### config.mk
export PLATFORM = sky130hd
export DESIGN_NAME = flash_cmd_decoder
export DESIGN_NICKNAME = d
export VERILOG_FILES = /design/src/rtl/fcd_pkg.sv /design/src/rtl/fcd_ctrl.sv /design/src/rtl/fcd_datapath.sv /design/src/rtl/flash_cmd_decoder.sv
export SDC_FILE = /design/constraint.sdc
export NUM_CORES = 1
export LEC_CHECK = 0
export ABC_AREA = 1
export BUFFER_PORTS_ARGS = -buffer_cell sky130_fd_sc_hd__buf_2
export CORE_ASPECT_RATIO = 1.4
export CORE_MARGIN = 2
export CORE_UTILIZATION = 64
export DETAILED_ROUTE_END_ITERATION = 7
export HOLD_SLACK_MARGIN = 0.05
export PLACE_DENSITY_LB_ADDON = 0.15
export SETUP_SLACK_MARGIN = 0.5
export SLEW_MARGIN = 20
export SYNTH_ARGS = -nofsm -noshare
export SYNTH_HDL_FRONTEND = slang
export SYNTH_HIERARCHICAL = 1
export SYNTH_SLANG_ARGS = --single-unit
### constraint.sdc
create_clock -name clk -period 5.95 [get_ports clk]
set_input_delay 1.19 -clock clk [delete_from_list [all_inputs] [get_ports clk]]
set_output_delay 1.19 -clock clk [all_outputs]
set_load 0.02 [all_outputs]
### src/rtl/fcd_pkg.sv
package fcd_pkg;

  localparam logic [7:0] CMD_UNLOCK_A = 8'hAA;
  localparam logic [7:0] CMD_UNLOCK_B = 8'h55;
  localparam logic [7:0] CMD_RESET    = 8'hF0;
  localparam logic [7:0] CMD_IDENT    = 8'h90;
  localparam logic [7:0] CMD_PROGRAM  = 8'hA0;

  typedef enum logic [1:0] {
    SEQ_IDLE,
    SEQ_UNL1,
    SEQ_UNL2,
    SEQ_PGM
  } seqState_t;

  typedef struct packed {
    logic enterAuto;
    logic leaveAuto;
    logic startPgm;
  } cmdStrobe_t;

endpackage

### src/rtl/fcd_ctrl.sv
module fcd_ctrl
  import fcd_pkg::*;
(
  input  logic       clk,
  input  logic       rst_n,
  input  logic       busWe,
  input  logic [7:0] busData,
  input  logic       hitUnl1,
  input  logic       hitUnl2,
  input  logic       eraseActive,
  output cmdStrobe_t strobe
);

  seqState_t seqState, seqNext;

  always_ff @(posedge clk) begin
    if (!rst_n) seqState <= SEQ_IDLE;
    else        seqState <= seqNext;
  end

  always_comb begin
    seqNext = seqState;
    strobe  = '0;
    if (busWe) begin
      seqNext = SEQ_IDLE;
      unique case (seqState)
        SEQ_IDLE: begin
          if (busData == CMD_RESET)
            strobe.leaveAuto = !eraseActive;
          else if (busData == CMD_UNLOCK_A && hitUnl1)
            seqNext = SEQ_UNL1;
        end
        SEQ_UNL1: begin
          if (busData == CMD_UNLOCK_B && hitUnl2)
            seqNext = SEQ_UNL2;
        end
        SEQ_UNL2: begin
          if (busData == CMD_RESET)
            strobe.leaveAuto = !eraseActive;
          else if (hitUnl1 && busData == CMD_IDENT)
            strobe.enterAuto = 1'b1;
          else if (hitUnl1 && busData == CMD_PROGRAM)
            seqNext = SEQ_PGM;
        end
        SEQ_PGM: strobe.startPgm = 1'b1;
        default: seqNext = SEQ_IDLE;
      endcase
    end
  end

endmodule

### src/rtl/fcd_datapath.sv
module fcd_datapath
  import fcd_pkg::*;
#(
  parameter int ADDR_W   = 19,
  parameter int BLK_W    = 7,
  parameter bit TOP_BOOT = 1'b1
) (
  input  logic              clk,
  input  logic              rst_n,
  input  logic              byteMode,
  input  logic [ADDR_W:0]   busAddr,
  input  logic [7:0]        busData,
  input  cmdStrobe_t        strobe,
  input  logic              protWe,
  input  logic [BLK_W-1:0]  protBlk,
  input  logic              protVal,
  output logic              hitUnl1,
  output logic              hitUnl2,
  output logic              autoSel,
  output logic [7:0]        idData,
  output logic              pgmStart,
  output logic [ADDR_W:0]   pgmAddr,
  output logic [7:0]        pgmData
);

  localparam int NUM_BLK = 1 << BLK_W;
  localparam int BLK_LO  = ADDR_W + 1 - BLK_W;
  localparam int CMP_W   = 12;
  localparam logic [7:0] MFR_CODE = 8'h20;
  localparam logic [7:0] DEV_CODE = TOP_BOOT ? 8'hEE : 8'hEF;

  logic [CMP_W-1:0] cmpField;
  logic [CMP_W-1:0] keyUnl1, keyUnl2;
  logic [NUM_BLK-1:0] protBits;

  // byte mode compares from the byte-select line up, word mode from word bit 0
  always_comb begin
    if (byteMode) begin
      cmpField = busAddr[CMP_W-1:0];
      keyUnl1  = 12'hAAA;
      keyUnl2  = 12'h555;
    end else begin
      cmpField = busAddr[CMP_W:1];
      keyUnl1  = 12'h555;
      keyUnl2  = 12'h2AA;
    end
  end

  assign hitUnl1 = (cmpField == keyUnl1);
  assign hitUnl2 = (cmpField == keyUnl2);

  always_ff @(posedge clk) begin
    if (!rst_n)      protBits <= '0;
    else if (protWe) protBits[protBlk] <= protVal;
  end

  always_ff @(posedge clk) begin
    if (!rst_n)                autoSel <= 1'b0;
    else if (strobe.enterAuto) autoSel <= 1'b1;
    else if (strobe.leaveAuto) autoSel <= 1'b0;
  end

  always_ff @(posedge clk) begin
    if (!rst_n) begin
      pgmStart <= 1'b0;
      pgmAddr  <= '0;
      pgmData  <= '0;
    end else begin
      pgmStart <= strobe.startPgm;
      if (strobe.startPgm) begin
        pgmAddr <= busAddr;
        pgmData <= busData;
      end
    end
  end

  always_comb begin
    unique case (busAddr[2:1])
      2'b00:   idData = MFR_CODE;
      2'b01:   idData = DEV_CODE;
      2'b10:   idData = {7'b0, protBits[busAddr[ADDR_W:BLK_LO]]};
      default: idData = 8'h00;
    endcase
  end

endmodule

### src/rtl/flash_cmd_decoder.sv
module flash_cmd_decoder
  import fcd_pkg::*;
#(
  parameter int ADDR_W   = 19,
  parameter int BLK_W    = 7,
  parameter bit TOP_BOOT = 1'b1
) (
  input  logic             clk,
  input  logic             rst_n,
  input  logic             byteMode,
  input  logic             busWe,
  input  logic [ADDR_W:0]  busAddr,
  input  logic [7:0]       busData,
  input  logic             eraseActive,
  input  logic             protWe,
  input  logic [BLK_W-1:0] protBlk,
  input  logic             protVal,
  output logic             autoSel,
  output logic [7:0]       idData,
  output logic             pgmStart,
  output logic [ADDR_W:0]  pgmAddr,
  output logic [7:0]       pgmData
);

  cmdStrobe_t strobe;
  logic hitUnl1, hitUnl2;

  fcd_ctrl u_ctrl (
    .clk         (clk),
    .rst_n       (rst_n),
    .busWe       (busWe),
    .busData     (busData),
    .hitUnl1     (hitUnl1),
    .hitUnl2     (hitUnl2),
    .eraseActive (eraseActive),
    .strobe      (strobe)
  );

  fcd_datapath #(
    .ADDR_W   (ADDR_W),
    .BLK_W    (BLK_W),
    .TOP_BOOT (TOP_BOOT)
  ) u_dp (
    .clk      (clk),
    .rst_n    (rst_n),
    .byteMode (byteMode),
    .busAddr  (busAddr),
    .busData  (busData),
    .strobe   (strobe),
    .protWe   (protWe),
    .protBlk  (protBlk),
    .protVal  (protVal),
    .hitUnl1  (hitUnl1),
    .hitUnl2  (hitUnl2),
    .autoSel  (autoSel),
    .idData   (idData),
    .pgmStart (pgmStart),
    .pgmAddr  (pgmAddr),
    .pgmData  (pgmData)
  );

endmodule

==> metrics <==
fillers=1096; async set-reset flop share out of synthesis=0%; clock latency on the worst-skew pair=0.42 ns; first-pass GRT wire length=38.9 mm; vias in the first global route=7922; post-detail-place hpwl=14.7 mm; Nets=1228; RSZ-0062 raised after global routing=no; Fmax=216 MHz; Net Sw Frac=25.7%; Post-synth top cells=211 x nand3_1, 178 x nand2_1, 160 x dfxtp_1, 139 x a21oi_1, 120 x o21ai_0; Clock Power Share=44.5%; Comb pwr share=9.2%; Routability Congestion=0.927; Sw Pwr=0.000597 W; Initial Util=64.8%; register area share after synthesis=40.3%; PostCTS Resize Cnt=0; post-synth top area cell=dfxtp_1; clk root buf=clkbuf_16; Critical path origin=busAddr[14]; cell leakage power=3.16 nW; CP Data Required Time=4.76 ns; DRC viols=0; Fin. Hold Viols=0; CORE AREA=0.0123 sq mm; r2r endpoint=u_dp/pgmData[4]; worst-path fanout max=33; Clock Pin Slew Worst Setup and Hold Paths=0.06 ns; synthesized cell area=0.00794 sq mm; clock skew=0.00557 ns; Peak VDD IR=181 uV; synthesized net count=1209; num ports=80; R2R Path Start=u_ctrl/seqState[0]; initial antenna violation count=0; CTS tree=done; Pins Over Slew Limit=0; largest net degree at the start of global routing=74; Worst Hold Endpoint=u_dp/protBits[127]; Die Wd=98.2 um; setup total negative slack=0 ns; Final setup viols=0; n_diodes=0; share of cells above drive strength 1=12.8%; Post-CTS Setup Bufs=0; ys flop type=dfxtp_1; clock sinks=160; final WL=24.5 mm; IO Port Bufs=78; Max-Slew Margin vs Limit=27.0%; fin crit period=4.64 ns; Pint=0.00173 W; Least-Margin Pin Slew=1.09 ns; DIE HEIGHT=136 um; final instance area=0.00872 sq mm; Netlist cell types=26; status=completed; initial drt markers=1019; CTS Buf Count=17; Rows=48; mean area per synthesized cell=6.81 sq um; gr ovfl total=0; top-area cell type share of the netlist area=40.3%; total track usage=36.2%; # H-tree levels=4; Seq pwr share=46.4%; hold_sp=u_dp/protBits[127]; critical path endpoint category=output pin; ANT nets after route=0; routed via count=8524; Crit Path Category=in2out; Pre-Repair DR Iteration Count=5; Placed Cells=1317; HP Class=reg2reg; Area growth, synth to finish=9.75%; flop and latch count out of synthesis=160; most common cell in the netlist=nand3_1; Max Cap Viol=0; CTS Buffer Depth=2; Synth area leaders=dfxtp_1 40%, nand3_1 13%, a21oi_1 8.8%; post-route clock period utilization=78.0%; Via density=6.32; hold path cells=2; number of synthesized flops with an enable pin=0; Worst R2R Setup Slack=3.61 ns; cells after synthesis=1167; Die ar.=0.0133 sq mm; Synth Warn #=6; critical path data arrival time=3.45 ns; hold buffers post-CTS=0; Avg WL per Cell=18.2 um; reg2reg path depth=6; final core utilization=71.1%; Critical Path Start Type=primary input; PwrDens=267 mW/mm^2; placed cell area=0.00816 sq mm; Finished Layout Cells=1348
-- through the flow --
stage | hold slack, ns | setup WS [ns] | total power, W
floorplan | 0.450 | 2.32 | 0.00124
global placement | 0.458 | 1.69 | 0.00131
detailed placement | 0.464 | 1.67 | 0.00131
CTS | 0.473 | 1.65 | 0.00232
global route | 0.491 | 1.18 | 0.00239
finish | 0.473 | 1.31 | 0.00233
-- power groups by stage --
stage | sequential (W) | clock, W | combinational, W
floorplan | 0.00110 | 0 | 0.000140
global placement | 0.00110 | 0 | 0.000205
detailed placement | 0.00110 | 0 | 0.000206
CTS | 0.00108 | 0.00104 | 0.000207
global route | 0.00108 | 0.00108 | 0.000229
finish | 0.00108 | 0.00103 | 0.000213
-- critical path: stages --
cell and delay [ns]:
buf_2 0.09, clkinv_1 0.82, nand3_1 0.41, nand3_1 0.12
nand3_1 0.11, nand2_1 0.09, nand2_1 0.07, nand3_1 0.07
nand3_1 0.08, nand2_1 0.06, nor2_1 0.10, buf_2 0.20
-- cells in the final DEF, fill, tap and decap left out, types with 6 or more instances in the layout --
| master | netlist | final |
|---|---|---|
| a21oi_1 | 139 | 139 |
| buf_2 | 21 | 77 |
| buf_4 | 11 | 8 |
| clkbuf_16 | 0 | 17 |
| clkinvlp_4 | 0 | 6 |
| dfxtp_1 | 160 | 160 |
| inv_1 | 61 | 58 |
| inv_2 | 14 | 15 |
| nand2_1 | 178 | 178 |
| nand3_1 | 211 | 211 |
| nor2_1 | 70 | 70 |
| nor2_4 | 9 | 9 |
| nor3_1 | 92 | 91 |
| nor3_2 | 5 | 6 |
| o21ai_0 | 120 | 120 |
| o21ai_1 | 6 | 6 |
-- cell type report --
cell class	count	area (sq um)	share of cell area [%]
tap	150	188	2.15
timing repair buffer	85	445	5.11
sequential	160	3200	36.7
inverter	77	290	3.33
clock inverter	9	85.1	0.976
clock buffer	22	474	5.44
multi-input combinational	845	4030	46.2
-- cell families after synthesis --
family                 Yosys count  synth area share, %
other                            1               0.0472
buffers and inverters          162                 8.98
AOI/OAI and AO/OA              265                 16.7
DFF                            160                 40.3
and+or+nand+nor                579                 33.9
-- routing by layer --
| layer | vias up | wire length, um | GRT usage, % |
|---|---|---|---|
| met5 | - | 0 | 0 |
| met4 | 0 | 1180 | 19.2 |
| met3 | 103 | 2370 | 6.89 |
| met2 | 534 | 11500 | 59.6 |
| met1 | 3888 | 9480 | 45.2 |
| li1 | 3999 | - | - |
-- registers in the layout (all words and copies together), names as in the netlist --
signal	flops
u_dp/protBits	128
u_dp/pgmAddr	20
u_dp/pgmStart	1
u_dp/pgmData	8
u_ctrl/seqState	2
u_dp/autoSel	1
-- worst max-delay path by stage --
stage,endpoint,slack [ns],depth (start not counted)
floorplan,idData[0],2.32,11
global placement,idData[0],1.69,12
detailed placement,idData[0],1.67,12
CTS,idData[0],1.65,12
global route,idData[0],1.18,12
finish,idData[0],1.31,12
Power figures use the tool's default switching activity.
